<file path="src/rtl/spi_mram_pkg.sv">
package spi_mram_pkg;

  typedef enum logic [1:0] {
    OP_READ  = 2'd0,
    OP_WRITE = 2'd1,
    OP_ERASE = 2'd2,
    OP_RSVD  = 2'd3
  } mram_op_e;

  localparam logic [7:0] CMD_WR_ENABLE = 8'h06;
  localparam logic [7:0] CMD_READ      = 8'h03;
  localparam logic [7:0] CMD_WRITE     = 8'h02;
  localparam logic [7:0] RD_FILLER     = 8'h00;

  typedef enum logic [3:0] {
    S_IDLE,
    S_FIN,
    S_WREN,
    S_GAP,
    S_CMD,
    S_ADDR,
    S_WGET,
    S_WSHIFT,
    S_RSHIFT,
    S_RPUT
  } mram_state_e;

endpackage

</file>
<file path="src/rtl/mram_range_chk.sv">
module mram_range_chk
  import spi_mram_pkg::*;
#(
  parameter int ADDR_W    = 24,
  parameter int LEN_W     = 16,
  parameter int CAP_BYTES = 524288,
  parameter int BLK_BYTES = 256
) (
  input  logic [ADDR_W-1:0] addr,
  input  logic [LEN_W-1:0]  len,
  input  mram_op_e          op,
  output logic              fits
);
  localparam int SUM_W = ((ADDR_W > LEN_W) ? ADDR_W : LEN_W) + 2;
  localparam logic [SUM_W-1:0] CAP_V = SUM_W'(CAP_BYTES);
  localparam logic [SUM_W-1:0] BLK_V = SUM_W'(BLK_BYTES);

  logic [SUM_W-1:0] start_w;
  logic [SUM_W-1:0] end_w;

  always_comb begin
    start_w = SUM_W'(addr);
    end_w   = start_w + ((op == OP_ERASE) ? BLK_V : SUM_W'(len));
    fits    = (start_w < CAP_V) && (end_w <= CAP_V);
  end
endmodule

</file>
<file path="src/rtl/mram_sck_tick.sv">
module mram_sck_tick #(
  parameter int SCK_HALF = 2
) (
  input  logic clk,
  input  logic rst,
  input  logic run,
  output logic tick
);
  localparam int CNT_W = (SCK_HALF > 1) ? $clog2(SCK_HALF) : 1;
  localparam logic [CNT_W-1:0] LAST = CNT_W'(SCK_HALF - 1);

  logic [CNT_W-1:0] cnt;

  always_ff @(posedge clk) begin
    if (rst || !run)      cnt <= '0;
    else if (cnt == LAST) cnt <= '0;
    else                  cnt <= cnt + 1'b1;
  end

  assign tick = run && (cnt == LAST);
endmodule

</file>
<file path="src/rtl/mram_byte_shift.sv">
module mram_byte_shift #(
  parameter int SCK_HALF = 2
) (
  input  logic       clk,
  input  logic       rst,
  input  logic       start,
  input  logic [7:0] tx,
  input  logic       miso,
  output logic       sck,
  output logic       mosi,
  output logic       byte_done,
  output logic [7:0] rx
);
  logic       active;
  logic       tick;
  logic [2:0] bit_idx;
  logic [7:0] sh;

  mram_sck_tick #(.SCK_HALF(SCK_HALF)) u_tick (
    .clk  (clk),
    .rst  (rst),
    .run  (active),
    .tick (tick)
  );

  always_ff @(posedge clk) begin
    if (rst) begin
      active    <= 1'b0;
      sck       <= 1'b0;
      mosi      <= 1'b0;
      bit_idx   <= '0;
      sh        <= '0;
      byte_done <= 1'b0;
    end else begin
      byte_done <= 1'b0;
      if (start) begin
        active  <= 1'b1;
        sck     <= 1'b0;
        sh      <= tx;
        mosi    <= tx[7];
        bit_idx <= '0;
      end else if (tick) begin
        if (!sck) begin
          sck <= 1'b1;
          sh  <= {sh[6:0], miso};
        end else begin
          sck <= 1'b0;
          if (bit_idx == 3'd7) begin
            active    <= 1'b0;
            byte_done <= 1'b1;
          end else begin
            mosi    <= sh[7];
            bit_idx <= bit_idx + 1'b1;
          end
        end
      end
    end
  end

  assign rx = sh;
endmodule

</file>
<file path="src/rtl/spi_mram_ctrl.sv">
module spi_mram_ctrl
  import spi_mram_pkg::*;
#(
  parameter int ADDR_BYTES = 3,
  parameter int LEN_W      = 16,
  parameter int CAP_BYTES  = 524288,
  parameter int BLK_BYTES  = 256,
  parameter int SCK_HALF   = 2
) (
  input  logic                    clk,
  input  logic                    rst,
  input  logic                    req_valid,
  input  logic [1:0]              req_op,
  input  logic [8*ADDR_BYTES-1:0] req_addr,
  input  logic [LEN_W-1:0]        req_len,
  output logic                    busy,
  output logic                    done,
  output logic                    done_ok,
  input  logic [7:0]              wr_data,
  input  logic                    wr_valid,
  output logic                    wr_ready,
  output logic [7:0]              rd_data,
  output logic                    rd_valid,
  input  logic                    rd_ready,
  output logic                    spi_cs_n,
  output logic                    spi_sck,
  output logic                    spi_mosi,
  input  logic                    spi_miso
);
  localparam int ADDR_W  = 8 * ADDR_BYTES;
  localparam int GAP_CYC = 2 * SCK_HALF - 1;
  localparam int GAP_W   = $clog2(GAP_CYC + 1) + 1;
  localparam int IDX_W   = $clog2(ADDR_BYTES + 1);

  mram_state_e       state;
  mram_op_e          op_in;
  logic              fits;
  logic [ADDR_W-1:0] addr_q;
  logic [LEN_W-1:0]  rem_q;
  logic [IDX_W-1:0]  idx_q;
  logic [GAP_W-1:0]  gap_q;
  logic              is_wr;
  logic              gap_to_wr;
  logic              sh_start;
  logic [7:0]        sh_tx;
  logic              sh_done;
  logic [7:0]        sh_rx;

  assign op_in = mram_op_e'(req_op);

  mram_range_chk #(
    .ADDR_W(ADDR_W), .LEN_W(LEN_W), .CAP_BYTES(CAP_BYTES), .BLK_BYTES(BLK_BYTES)
  ) u_range (
    .addr (req_addr),
    .len  (req_len),
    .op   (op_in),
    .fits (fits)
  );

  mram_byte_shift #(.SCK_HALF(SCK_HALF)) u_shift (
    .clk       (clk),
    .rst       (rst),
    .start     (sh_start),
    .tx        (sh_tx),
    .miso      (spi_miso),
    .sck       (spi_sck),
    .mosi      (spi_mosi),
    .byte_done (sh_done),
    .rx        (sh_rx)
  );

  assign wr_ready = (state == S_WGET);

  always_ff @(posedge clk) begin
    if (rst) begin
      state     <= S_IDLE;
      spi_cs_n  <= 1'b1;
      busy      <= 1'b0;
      done      <= 1'b0;
      done_ok   <= 1'b0;
      rd_valid  <= 1'b0;
      rd_data   <= '0;
      sh_start  <= 1'b0;
      sh_tx     <= '0;
      addr_q    <= '0;
      rem_q     <= '0;
      idx_q     <= '0;
      gap_q     <= '0;
      is_wr     <= 1'b0;
      gap_to_wr <= 1'b0;
    end else begin
      sh_start <= 1'b0;
      done     <= 1'b0;
      case (state)
        S_IDLE: begin
          if (req_valid) begin
            busy   <= 1'b1;
            addr_q <= req_addr;
            rem_q  <= req_len;
            is_wr  <= (op_in == OP_WRITE);
            if (((op_in != OP_READ) && (op_in != OP_WRITE)) || !fits) begin
              done_ok <= fits && (op_in == OP_ERASE);
              state   <= S_FIN;
            end else begin
              done_ok  <= 1'b1;
              spi_cs_n <= 1'b0;
              sh_start <= 1'b1;
              if (op_in == OP_WRITE) begin
                sh_tx <= CMD_WR_ENABLE;
                state <= S_WREN;
              end else begin
                sh_tx <= CMD_READ;
                state <= S_CMD;
              end
            end
          end
        end
        S_FIN: begin
          done  <= 1'b1;
          busy  <= 1'b0;
          state <= S_IDLE;
        end
        S_WREN: begin
          if (sh_done) begin
            spi_cs_n  <= 1'b1;
            gap_q     <= GAP_W'(GAP_CYC);
            gap_to_wr <= 1'b1;
            state     <= S_GAP;
          end
        end
        S_GAP: begin
          if (gap_q != '0) begin
            gap_q <= gap_q - 1'b1;
          end else if (gap_to_wr) begin
            gap_to_wr <= 1'b0;
            spi_cs_n  <= 1'b0;
            sh_start  <= 1'b1;
            sh_tx     <= CMD_WRITE;
            state     <= S_CMD;
          end else begin
            state <= S_FIN;
          end
        end
        S_CMD: begin
          if (sh_done) begin
            sh_start <= 1'b1;
            sh_tx    <= addr_q[ADDR_W-1 -: 8];
            addr_q   <= addr_q << 8;
            idx_q    <= IDX_W'(ADDR_BYTES - 1);
            state    <= S_ADDR;
          end
        end
        S_ADDR: begin
          if (sh_done) begin
            if (idx_q != '0) begin
              sh_start <= 1'b1;
              sh_tx    <= addr_q[ADDR_W-1 -: 8];
              addr_q   <= addr_q << 8;
              idx_q    <= idx_q - 1'b1;
            end else if (rem_q == '0) begin
              spi_cs_n <= 1'b1;
              gap_q    <= GAP_W'(GAP_CYC);
              state    <= S_GAP;
            end else if (is_wr) begin
              state <= S_WGET;
            end else begin
              sh_start <= 1'b1;
              sh_tx    <= RD_FILLER;
              state    <= S_RSHIFT;
            end
          end
        end
        S_WGET: begin
          if (wr_valid) begin
            sh_start <= 1'b1;
            sh_tx    <= wr_data;
            rem_q    <= rem_q - 1'b1;
            state    <= S_WSHIFT;
          end
        end
        S_WSHIFT: begin
          if (sh_done) begin
            if (rem_q == '0) begin
              spi_cs_n <= 1'b1;
              gap_q    <= GAP_W'(GAP_CYC);
              state    <= S_GAP;
            end else begin
              state <= S_WGET;
            end
          end
        end
        S_RSHIFT: begin
          if (sh_done) begin
            rd_data  <= sh_rx;
            rd_valid <= 1'b1;
            rem_q    <= rem_q - 1'b1;
            state    <= S_RPUT;
          end
        end
        S_RPUT: begin
          if (rd_ready) begin
            rd_valid <= 1'b0;
            if (rem_q == '0) begin
              spi_cs_n <= 1'b1;
              gap_q    <= GAP_W'(GAP_CYC);
              state    <= S_GAP;
            end else begin
              sh_start <= 1'b1;
              sh_tx    <= RD_FILLER;
              state    <= S_RSHIFT;
            end
          end
        end
        default: state <= S_IDLE;
      endcase
    end
  end
endmodule

</file>
<file path="config.mk">
export PLATFORM = sky130hd
export DESIGN_NAME = spi_mram_ctrl
export DESIGN_NICKNAME = d
export VERILOG_FILES = /design/src/rtl/spi_mram_pkg.sv /design/src/rtl/mram_range_chk.sv /design/src/rtl/mram_sck_tick.sv /design/src/rtl/mram_byte_shift.sv /design/src/rtl/spi_mram_ctrl.sv
export SDC_FILE = /design/constraint.sdc
export NUM_CORES = 1
export LEC_CHECK = 0
export BUFFER_PORTS_ARGS = -buffer_cell sky130_fd_sc_hd__buf_2
export CAP_MARGIN = 0
export CORE_ASPECT_RATIO = 1.4
export CORE_UTILIZATION = 25
export DETAILED_ROUTE_END_ITERATION = 6
export GPL_ROUTABILITY_DRIVEN = 0
export GPL_TIMING_DRIVEN = 0
export PLACE_DENSITY = 0.41
export SYNTH_ARGS = -nofsm -noshare
export SYNTH_HDL_FRONTEND = slang
export SYNTH_HIERARCHICAL = 1
export SYNTH_SLANG_ARGS = --single-unit
export TNS_END_PERCENT = 10
</file>
<file path="constraint.sdc">
create_clock -name clk -period 4.75 [get_ports clk]
set_input_delay 0.2375 -clock clk [delete_from_list [all_inputs] [get_ports clk]]
set_output_delay 0.2375 -clock clk [all_outputs]
set_load 0.02 [all_outputs]
</file>
==> PnR_summary.wiki, run 1 <==
{| class="wikitable"
! Metric !! Value
|-
| Growth of design area from synthesis to finish || 18.4%
|-
| Clk_skew || 0.00956 ns
|-
| Iter 0 DRT Violations || 224
|-
| Chip width || 132 µm
|-
| Number of global-route vias before repair || 5797
|-
| Clock sink count || 89
|-
| Post-synth net total || 789
|-
| Share of total power in combinational logic || 0.379
|-
| WHS || 0.159 ns
|-
| Most frequent cells in the layout || sky130_fd_sc_hd__buf_2 (95), sky130_fd_sc_hd__dfxtp_1 (89), sky130_fd_sc_hd__nor2_1 (72)
|-
| Total power density per cell area || 410 nW/µm²
|-
| Number of rows created at floorplan || 66
|-
| Initial core utilization || 0.254
|-
| Master of the slowest instance on the critical path || sky130_fd_sc_hd__fa_1
|-
| Internal portion of total power || 0.00175 W
|-
| Buffer cell driving the clock tree root || sky130_fd_sc_hd__clkbuf_16
|-
| Worst hold path startpoint || rst
|-
| Pre-CTS setup slack || -0.652 ns
|-
| Clock tree from TritonCTS || built
|-
| Flop and latch count out of synthesis || 89
|-
| Initial antenna violation count || 0
|-
| Post-CTS Hold Fix Bufs || 0
|-
| FF-to-FF Start || rem_q[0]
|-
| Least-Margin Pin Slew || 0.714 ns
|-
| Leak Pwr || 2.87 nW
|-
| EDFF count, synth || 0
|-
| Critical path launch point || req_op[0]
|-
| Wire length of the first global-routing pass || 31700 µm
|-
| Time the final worst path needs with I/O delays and setup || 4.37 ns
|-
| Final setup vio count || 0
|-
| Most frequent standard cell in the layout excluding fill and tap cells || sky130_fd_sc_hd__buf_2
|-
| Critical Path End Type || flip-flop
|-
| Max Cap Violations || 0
|-
| Via count || 5563
|-
| Max transition margin || 0.524
|-
| Switching share of power || 0.388
|-
| Total number of H-tree levels || 3
|-
| Largest net degree at the start of global routing || 18
|-
| Number of distinct library cell variants in the gate-level netlist after synthesis || 97
|-
| Count of synthesis-stage warnings from yosys || 6
|-
| CP Max Fanout || 10
|-
| Die Ht || 184 µm
|-
| Share of power burned in the clock network || 0.275
|-
| Share of the yosys chip area belonging to registers || 0.302
|-
| Final-report hold violation count || 0
|-
| Antenna-violating nets left || 0
|-
| Worst path max stage delay || 0.44 ns
|-
| Reg power frac || 0.346
|-
| Worst path arrival time || 4.62 ns
|-
| Ant. Diodes || 0
|-
| Vias per cell || 5.04
|-
| Overall Global Routing Usage || 0.169
|-
| Startpoint-to-endpoint class of the critical path || in2reg
|-
| DIE AREA || 24200 µm²
|-
| Post-layout net count || 872
|-
| Iteration count of the initial detailed-routing pass || 4
|-
| Status || complete, no violations
|-
| Setup repair after global routing missed its margin || false
|-
| Cell-by-cell listing of the critical path || buf_2 -> nand2b_1 -> clkbuf_1 -> and2_1 -> ha_1 -> fa_1 -> xor2_1 -> nor3_2 -> nand4_1 -> a2111oi_1 -> o311a_1 -> nand4_1 -> nor4b_2 -> a41o_1 -> nor2b_4 -> o22ai_1 -> nor3_4 -> clkbuf_4 -> o21ai_1 -> o311a_1
|-
| DRC viols || 0
|-
| Sum of negative setup slack || 0 ns
|-
| Clock transition time at the flip-flop clock pins of the worst setup and hold paths || 0.07 ns
|-
| Count of final max-slew check failures || 0
|-
| Cell Area, Placed || 6630 µm²
|-
| Placeable core region || 23200 µm²
|-
| Period Utilization, post-route || 0.920
|-
| Synth Cell Area || 5890 µm²
|-
| Post-route worst setup slack || 0.380 ns
|-
| Required time of the critical path || 5.00 ns
|-
| Gate count after technology mapping || 710
|-
| Port buffer count || 71
|-
| CTS Buf Count || 9
|-
| Total overflow reported by the global router || 0
|-
| Worst-case vdd ir drop || 0.000164 V
|-
| Sum of net half-perimeters after detailed placement || 15800 µm
|-
| Overall routed net length || 20000 µm
|-
| I/O pins || 72
|-
| Maximum count of clock buffers along a single path || 2
|-
| Kind of start point of the critical path || input port
|-
| Clock latency on the worst-skew pair || 0.36 ns
|-
| Post-Syn Area per Cell || 8.30 µm²
|-
| Core occupancy in the finished layout || 0.300
|-
| Layout cell share with drive strength beyond 1 || 0.199
|-
| Cell area after layout || 6970 µm²
|-
| Total net switching power || 0.00111 W
|-
| Hold Path Class || in2reg
|-
| Routed WL per cell || 18.1 µm
|-
| Flip-flop cell with the highest count after synthesis || sky130_fd_sc_hd__dfxtp_1
|-
| Fmax || 229 MHz
|-
| Fraction of synthesis flops using an asynchronous set or reset pin || 0
|}
## worst max-delay path, delay by kind of cell
kind | cells | cell delay [ns]
buf+inv | 3 | 0.60
xor+xnor | 1 | 0.20
fa+ha+maj | 2 | 0.65
compound gates | 6 | 1.22
simple gates | 8 | 1.66
## registers in the layout, indices dropped and copies added (netlist names), 2 cells and up
name	flops
gap_q	3
u_shift/bit_idx	3
u_shift/rx	8
sh_tx	8
rd_data	8
addr_q	24
idx_q	2
rem_q	16
state	4
## power groups by stage
stage | combinational, W | clock (W) | sequential [W]
detailed placement | 0.00107 | 0 | 0.00101
floorplan | 0.000780 | 0 | 0.000988
CTS | 0.00109 | 0.000808 | 0.000992
finish | 0.00108 | 0.000786 | 0.000990
global route | 0.00120 | 0.000840 | 0.00101
global placement | 0.00108 | 0 | 0.00101
## cells in the mapped netlist, drive strengths merged (3+ instances only)
cell type	count	area, µm²
a21oi	57	293
mux2i	44	440
nand3	18	95.1
ha	22	275
buf	33	193
nor3b	7	67.6
o21bai	3	22.5
a211oi	31	233
nor3	23	131
and3	4	26.3
o311a	7	71.3
or3b	3	28.8
xnor2	6	52.6
nor4	6	58.8
a31oi	5	31.3
or3	5	31.3
nand2b	10	62.6
a22o	4	35.0
a21o	11	82.6
a22oi	7	57.6
nor2	72	270
clkbuf	12	45.0
mux2	4	45.0
nand4	7	43.8
nor2b	21	134
or4	6	46.3
o211ai	9	72.6
nor4b	3	38.8
nand2	38	145
and2	22	139
o21ai	39	195
nand3b	5	37.5
xor2	6	52.6
dfxtp	89	1780
a21boi	3	26.3
o32ai	5	43.8
a221oi	3	32.5
o21a	5	37.5
inv	18	67.6
## timing repair
item | in CTS | in global routing
setup endpoints to repair | 9 | 9
hold endpoints to repair | 0 | 0
buffers inserted | 0 | 1
pin swaps | 0 | 1
gates resized for setup | 3 | 2
## stage by stage
stage               cells  total power (W)
floorplan             710          0.00177
detailed placement   1087          0.00208
global route         1104          0.00306
CTS                  1103          0.00288
finish               1104          0.00286
global placement     1087          0.00208
## layout make-up
class                           count  area [µm²]
Clock inverter                      6        76.3
Tap cell                          306         383
Inverter                           19        71.3
Clock buffer                       10         239
Timing Repair Buffer               72         363
Sequential cell                    89        1780
Multi-Input combinational cell    557        3820
Fill cell                        2554       16200
Buffer                             45         240
## routing by layer
metal | track usage | vias to the layer above | routed length [µm] | share of wire
met5 | 0 | - | 0 | 0
met4 | 0.0670 | 0 | 512 | 0.026
met3 | 0.0212 | 30 | 600 | 0.030
met2 | 0.319 | 137 | 10500 | 0.52
met1 | 0.192 | 2599 | 8420 | 0.42
li1 | - | 2797 | - | -
## cells by family after synthesis
family,after synthesis,share of synthesized area
flip-flops,89,0.302
adder cells (fa/ha/maj),24,0.0518
multiplexers,48,0.0824
AO/OA/AOI/OAI,210,0.242
buffers and inverters,64,0.0525
XOR/XNOR,12,0.0178
AND/OR/NAND/NOR,263,0.251
## final timing paths
path | end | slack, ns | cells after the start
max | sh_tx[5] | 0.38 | 20
min | u_shift/u_tick/cnt | 0.16 | 2
max reg2reg | sh_tx[2] | 2.26 | 7
min reg2reg | u_shift/u_tick/cnt | 0.43 | 1
No activity file was read; power rests on OpenSTA's default activity.
==> run 2: changes to the inputs <==
CORE_UTILIZATION = 42   (was 25)
GPL_TIMING_DRIVEN = default   (was 0)
PLACE_DENSITY = 0.61   (was 0.41)
==> PnR_summary.wiki, run 2 (synthesis gave the netlist of run 1 again) <==
{| class="wikitable"
! Metric !! Value
|-
| Worst path arrival time || 4.39 ns (-0.23 ns)
|-
| Required time of the critical path || 4.94 ns (-0.06 ns)
|-
| Core occupancy in the finished layout || 0.489 (+0.189)
|-
| Kind of start point of the critical path || input port
|-
| Setup repair after global routing missed its margin || false
|-
| Overall Global Routing Usage || 0.221 (+0.0516)
|-
| Port buffer count || 71 (unchanged)
|-
| DRC viols || 0 (unchanged)
|-
| Worst-case vdd ir drop || 0.000254 V (+55%)
|-
| Max transition margin || 0.387 (-0.137)
|-
| Fmax || 238 MHz (+4.1%)
|-
| Clk_skew || 0.00895 ns (-0.000611 ns)
|-
| Ant. Diodes || 0 (unchanged)
|-
| Overall routed net length || 15600 µm (-22%)
|-
| Clock sink count || 89 (unchanged)
|-
| Via count || 5464 (-1.8%)
|-
| Post-CTS Hold Fix Bufs || 0 (unchanged)
|-
| Clock tree from TritonCTS || built
|-
| Buffers inserted during post-CTS setup optimization || 0 (unchanged)
|-
| CP Max Fanout || 13 (+3)
|-
| Max FFs per register || 24 (unchanged)
|-
| Time the final worst path needs with I/O delays and setup || 4.20 ns (-0.171 ns)
|-
| Number of gates given a new drive strength after cts || 0 (-3)
|-
| Minimum setup slack among reg-to-reg paths || 2.11 ns (-0.15 ns)
|-
| Final-report hold violation count || 0 (unchanged)
|-
| Post-layout net count || 835 (-4.2%)
|-
| Placed cell count || 927 (-15%)
|-
| Period Utilization, post-route || 0.884 (-0.0359)
|-
| Die Ht || 142 µm (-23%)
|-
| DIE AREA || 14500 µm² (-40%)
|-
| Largest reg by FF count || addr_q
|-
| Initial antenna violation count || 0 (unchanged)
|-
| Critical Path End Type || flip-flop
|-
| Layout cell share with drive strength beyond 1 || 0.174 (-0.0256)
|-
| Max Cap Violations || 0 (unchanged)
|-
| Cell Area, Placed || 6310 µm² (-4.8%)
|-
| Sum of net half-perimeters after detailed placement || 11700 µm (-26%)
|-
| Sum of negative setup slack || 0 ns (unchanged)
|-
| Final setup vio count || 0 (unchanged)
|-
| Startpoint-to-endpoint class of the critical path || in2reg
|-
| I/O pins || 72 (unchanged)
|-
| Cell area after layout || 6610 µm² (-5.2%)
|-
| Clock latency on the worst-skew pair || 0.34 ns (-0.02 ns)
|-
| Least-Margin Pin Slew || 0.920 ns (+0.205 ns)
|-
| CTS Buf Count || 9 (unchanged)
|-
| Maximum count of clock buffers along a single path || 2 (unchanged)
|-
| Number of global-route vias before repair || 5116 (-12%)
|-
| Hold Path Class || in2reg
|-
| Total power density per cell area || 410 nW/µm² (+0.12%)
|-
| Number of rows created at floorplan || 50 (-24%)
|-
| Leading registers by flop count || addr_q: 24 flops, rem_q: 16 flops
|-
| Largest net degree at the start of global routing || 42 (+24)
|-
| Growth of design area from synthesis to finish || 12.2%
|-
| Vias per cell || 5.80 (+15%)
|-
| Iter 0 DRT Violations || 317 (+42%)
|-
| Iteration count of the initial detailed-routing pass || 5 (+1)
|-
| Most frequent cells in the layout || sky130_fd_sc_hd__dfxtp_1 (89), sky130_fd_sc_hd__nor2_1 (72), sky130_fd_sc_hd__buf_2 (71)
|-
| Routed WL per cell || 16.6 µm (-8.6%)
|-
| Total number of H-tree levels || 3 (unchanged)
|-
| Total overflow reported by the global router || 0 (unchanged)
|-
| Count of final max-slew check failures || 0 (unchanged)
|-
| Chip width || 102 µm (-23%)
|-
| Number of standard cells in the layout, taps in and fillers out || 942 (-15%)
|-
| Status || complete, no violations
|-
| Leak Pwr || 2.73 nW (-4.8%)
|-
| Buffer cell driving the clock tree root || sky130_fd_sc_hd__clkbuf_16
|-
| Most frequent standard cell in the layout excluding fill and tap cells || sky130_fd_sc_hd__dfxtp_1
|-
| Clock transition time at the flip-flop clock pins of the worst setup and hold paths || 0.07 ns (about the same)
|-
| Initial core utilization || 0.436 (+0.182)
|-
| Antenna-violating nets left || 0 (unchanged)
|-
| Placeable core region || 13500 µm² (-42%)
|-
| Wire length of the first global-routing pass || 25300 µm (-20%)
|}
==> run 2: per-stage QoR <==
| stage | setup WS (ns) | hold slack (ns) | total power [W] |
|---|---|---|---|
| final | 0.551 | 0.232 | 0.00271 |
| after floorplan | 0.799 | 0.308 | 0.00177 |
| after detailed placement | 0.278 | 0.430 | 0.00199 |
| after global placement | 0.393 | 0.413 | 0.00196 |
| after CTS | 0.619 | 0.225 | 0.00272 |
| after global routing | 0.171 | 0.244 | 0.00290 |
==> run 2: layout make-up <==
| class | instances | area, µm² |
|---|---|---|
| multi-input combinational | 557 | 3810 |
| tap | 182 | 228 |
| fill | 1367 | 6900 |
| clock inverter | 6 | 75.1 |
| inverter | 19 | 71.3 |
| timing repair buffer | 80 | 423 |
| clock buffer | 9 | 225 |
| sequential | 89 | 1780 |
==> run 2: path summary, 6_finish.rpt <==
kind	start	to	cells past startpoint
max	req_op[0]	sh_tx[1]	19
min	wr_data[0]	sh_tx[0]	3
max reg2reg	state[3]	sh_tx[2]	5
min reg2reg	u_shift/u_tick/cnt	u_shift/u_tick/cnt	1
==> run 2: critical path, cell delays in order <==
cell                       delay (ns)
sky130_fd_sc_hd__buf_2           0.13
sky130_fd_sc_hd__nand2b_1        0.21
sky130_fd_sc_hd__and2_1          0.20
sky130_fd_sc_hd__ha_1            0.21
sky130_fd_sc_hd__fa_1            0.43
sky130_fd_sc_hd__a21oi_1         0.18
sky130_fd_sc_hd__nor4bb_1        0.32
sky130_fd_sc_hd__a21boi_0        0.16
sky130_fd_sc_hd__a32oi_1         0.21
sky130_fd_sc_hd__o311a_2         0.20
sky130_fd_sc_hd__nand4_1         0.11
sky130_fd_sc_hd__nor4b_2         0.32
sky130_fd_sc_hd__a41o_1          0.27
sky130_fd_sc_hd__nor2b_1         0.29
sky130_fd_sc_hd__o22ai_1         0.17
sky130_fd_sc_hd__nor3_2          0.28
sky130_fd_sc_hd__buf_4           0.24
sky130_fd_sc_hd__o211a_1         0.17
sky130_fd_sc_hd__nor3_1          0.04
==> run 2: power breakdown <==
part	switching, W	internal [W]	leakage, nW	total (W)
Sequential	0.0000986	0.000887	0.727	0.000985
Combinational	0.000596	0.000399	1.86	0.000995
Clock	0.000318	0.000415	0.150	0.000733
Total	0.00101	0.00170	2.73	0.00271
==> run 2: per-layer routing <==
metal  up-vias  routed length (µm)  GRT usage
met1      2534                6660      0.271
li1       2719                   -          -
met2       176                7790      0.382
met3        35                 710     0.0290
met4         0                 448     0.0940
met5         -                   0          0
==> run 3: changes to the inputs <==
ABC_AREA = 1   (was default)
==> PnR_summary.wiki, run 3 <==
{| class="wikitable"
! Metric !! Value
|-
| Post-layout net count || 1139 (+36%)
|-
| Max Cap Violations || 0 (unchanged)
|-
| Least-Margin Pin Slew || 1.06 ns (+0.136 ns)
|-
| Leading registers by flop count || addr_q: 24 flops, rem_q: 16 flops
|-
| Port buffer count || 71 (unchanged)
|-
| Clk_skew || 0.0113 ns (+0.00236 ns)
|-
| Post-CTS Hold Fix Bufs || 0 (unchanged)
|-
| Kind of start point of the critical path || input port
|-
| Initial core utilization || 0.433 (-0.00310)
|-
| Post-synth net total || 1084 (+37%)
|-
| Synth Cell Area || 6280 µm² (+6.6%)
|-
| Overall routed net length || 17400 µm (+12%)
|-
| Flip-flop and latch area || 1780 µm² (unchanged)
|-
| Fraction of synthesis flops using an asynchronous set or reset pin || 0 (unchanged)
|-
| Clock latency on the worst-skew pair || 0.35 ns (about the same)
|-
| Top cell by count, worst path || sky130_fd_sc_hd__nor2_1
|-
| Largest net degree at the start of global routing || 54 (+29%)
|-
| Number of distinct library cell variants in the gate-level netlist after synthesis || 44 (-55%)
|-
| Initial antenna violation count || 1 (+1)
|-
| Period Utilization, post-route || 0.758 (-0.126)
|-
| DIE AREA || 15500 µm² (+6.5%)
|-
| Sum of net half-perimeters after detailed placement || 13500 µm (+15%)
|-
| Pre-CTS setup slack || 0.839 ns (+0.561 ns)
|-
| Layout cell share with drive strength beyond 1 || 0.133 (-0.0412)
|-
| Hold Path Class || in2reg
|-
| Status || complete, no violations
|-
| Overall Global Routing Usage || 0.235 (+0.0139)
|-
| Largest delay contributor family on the critical path || simple AND/OR/NAND/NOR gates
|-
| Via count || 6440 (+18%)
|-
| Placeable core region || 14500 µm² (+7.4%)
|-
| Flop and latch count out of synthesis || 89 (unchanged)
|-
| Switching share of power || 0.303 (-0.0699)
|-
| Buffer cell driving the clock tree root || sky130_fd_sc_hd__clkbuf_16
|-
| Count of synthesis-stage warnings from yosys || 6 (unchanged)
|-
| Total overflow reported by the global router || 0 (unchanged)
|-
| Iter 0 DRT Violations || 291 (-8.2%)
|-
| Growth of design area from synthesis to finish || 11.8%
|-
| Worst path arrival time || 3.85 ns (-0.54 ns)
|-
| Final-report hold violation count || 0 (unchanged)
|-
| Final setup vio count || 0 (unchanged)
|-
| Count of fill cells added during filler insertion || 1586 (+16%)
|-
| Routed WL per cell || 13.9 µm (-16%)
|-
| Share of the synthesized area in the top cell type || 0.284 (-0.0187)
|-
| Master of the slowest instance on the critical path || sky130_fd_sc_hd__fa_1
|-
| Commonest cells post-synth || sky130_fd_sc_hd__nand2_1 (296), sky130_fd_sc_hd__nor2_1 (122), sky130_fd_sc_hd__inv_1 (109)
|-
| Worst path max stage delay || 0.42 ns (about the same)
|-
| Post-Syn Area per Cell || 6.25 µm² (-25%)
|-
| Count of buffering cells on the critical path with inverters included || 3 (+1)
|-
| Startpoint-to-endpoint class of the critical path || in2reg
|-
| Flip-flop cell with the highest count after synthesis || sky130_fd_sc_hd__dfxtp_1
|-
| Maximum count of clock buffers along a single path || 2 (unchanged)
|-
| CTS Buf Count || 9 (unchanged)
|-
| Wire length of the first global-routing pass || 29100 µm (+15%)
|-
| Time the final worst path needs with I/O delays and setup || 3.60 ns (-0.596 ns)
|-
| Worst-case vdd ir drop || 0.000199 V (-22%)
|-
| I/O pins || 72 (unchanged)
|-
| Fmax || 278 MHz (+17%)
|-
| Total number of H-tree levels || 3 (unchanged)
|-
| Required time of the critical path || 5.00 ns (+0.06 ns)
|-
| Iteration count of the initial detailed-routing pass || 4 (-1)
|-
| Share of total power in combinational logic || 0.217 (-0.150)
|-
| Count of final max-slew check failures || 0 (unchanged)
|-
| Buffers inserted during post-CTS setup optimization || 0 (unchanged)
|-
| Multi-input gate area || 3860 µm² (+1.4%)
|-
| Post-route worst setup slack || 1.15 ns (+0.596 ns)
|-
| Most common cell in the netlist || sky130_fd_sc_hd__nand2_1
|-
| CP Max Fanout || 16 (+3)
|-
| Total power density per cell area || 289 nW/µm² (-30%)
|-
| Leak Pwr || 3.55 nW (+30%)
|-
| Antenna-violating nets left || 0 (unchanged)
|-
| Critical Path End Type || flip-flop
|-
| Cell taking the most area after synthesis || sky130_fd_sc_hd__dfxtp_1
|-
| Share of power burned in the clock network || 0.380 (+0.110)
|-
| Largest reg by FF count || addr_q
|-
| Number of global-route vias before repair || 6208 (+21%)
|-
| Clock tree from TritonCTS || built
|-
| Reg power frac || 0.403 (+0.040)
|-
| Sum of negative setup slack || 0 ns (unchanged)
|-
| Most frequent cells in the layout || sky130_fd_sc_hd__nand2_1 (296), sky130_fd_sc_hd__nor2_1 (122), sky130_fd_sc_hd__inv_1 (109)
|-
| Share of the yosys chip area belonging to registers || 0.284 (-0.0187)
|-
| Chip width || 105 µm (+3.2%)
|-
| EDFF count, synth || 0 (unchanged)
|-
| DRC viols || 0 (unchanged)
|-
| Vias per cell || 5.14 (-11%)
|-
| Clock sink count || 89 (unchanged)
|-
| Most frequent standard cell in the layout excluding fill and tap cells || sky130_fd_sc_hd__nand2_1
|-
| Clock transition time at the flip-flop clock pins of the worst setup and hold paths || 0.07 ns (about the same)
|-
| Die Ht || 147 µm (+3.2%)
|-
| Number of gates given a new drive strength after cts || 0 (unchanged)
|-
| Number of rows created at floorplan || 52 (+4.0%)
|-
| Max transition margin || 0.296 (-0.0913)
|-
| Gate count after technology mapping || 1005 (+42%)
|-
| Main area contributors after synthesis || sky130_fd_sc_hd__dfxtp_1 (28%), sky130_fd_sc_hd__nand2_1 (18%), sky130_fd_sc_hd__nand3_1 (7.7%)
|-
| Max FFs per register || 24 (unchanged)
|-
| Internal portion of total power || 0.00141 W (-17%)
|-
| Total net switching power || 0.000614 W (-39%)
|-
| Setup repair after global routing missed its margin || false
|}
-- run 3: cell count changes in the layout (fill, tap and decap cells not counted), moves of 11 or more --
cell / change
sky130_fd_sc_hd__a21oi_1: +25
sky130_fd_sc_hd__nand2_1: +259
sky130_fd_sc_hd__nor2_1: +50
sky130_fd_sc_hd__and2_1: -15
sky130_fd_sc_hd__nand3_1: +79
sky130_fd_sc_hd__nand2_2: +14
sky130_fd_sc_hd__a211oi_1: -30
sky130_fd_sc_hd__inv_1: +92
sky130_fd_sc_hd__a21o_1: -11
sky130_fd_sc_hd__nor3_1: -14
sky130_fd_sc_hd__o211a_1: +15
sky130_fd_sc_hd__mux2i_1: -44
sky130_fd_sc_hd__nor2b_1: -20
-- run 3: tightest hold or removal path: stages --
cell and delay (ns):
sky130_fd_sc_hd__buf_2 0.11, sky130_fd_sc_hd__nand3_1 0.07, sky130_fd_sc_hd__a21oi_1 0.06
-- run 3: path summary, 6_finish.rpt --
check                                     from            endpoint  slack [ns]  depth (start not counted)
worst max register to register        state[2]          addr_q[11]        2.10                          8
worst min-delay path               req_addr[4]           addr_q[4]        0.18                          3
worst min register to register  u_shift/active  u_shift/u_tick/cnt        0.46                          2
worst max-delay path                 req_op[1]            sh_tx[2]        1.15                         25
-- run 3: per-layer routing --
layer | routed length (µm) | GRT usage | vias up
met2 | 8820 | 0.422 | 148
met1 | 7350 | 0.270 | 2894
li1 | - | - | 3354
met3 | 604 | 0.0313 | 44
met5 | 0 | 0 | -
met4 | 671 | 0.115 | 0
-- run 3: logic make-up after synthesis --
kind of cell | synth area share
AO/OA/AOI/OAI | 0.148
flip-flops | 0.284
buffers and inverters | 0.101
XOR/XNOR | 0.00558
AND/OR/NAND/NOR | 0.414
adder cells (fa/ha/maj) | 0.0470
-- run 3: power by group through the flow --
stage / clock network, W / logic, W / registers, W
detailed placement: 0 / 0.000436 / 0.000834
global placement: 0 / 0.000436 / 0.000834
finish: 0.000770 / 0.000439 / 0.000817
CTS: 0.000784 / 0.000439 / 0.000817
global route: 0.000813 / 0.000500 / 0.000822
floorplan: 0 / 0.000325 / 0.000829
-- run 3: stage by stage --
step / util / cells / area (µm²) / power (W) / hold WS, ns
after floorplan: - / 1005 / 6280 / 0.00115 / 0.304
after global placement: 0.462 / 1238 / 6700 / 0.00127 / 0.448
after detailed placement: 0.462 / 1238 / 6700 / 0.00127 / 0.451
after CTS: 0.484 / 1253 / 7020 / 0.00204 / 0.175
after global routing: 0.484 / 1254 / 7020 / 0.00214 / 0.194
final: 0.484 / 1254 / 7020 / 0.00203 / 0.184
-- run 3: layout make-up --
type | count | share of cell area
inverter | 118 | 0.0638
multi-input combinational | 769 | 0.550
clock inverter | 5 | 0.0114
clock buffer | 10 | 0.0340
antenna | 1 | 0.000357
sequential | 89 | 0.254
tap | 189 | 0.0337
timing repair buffer | 73 | 0.0528
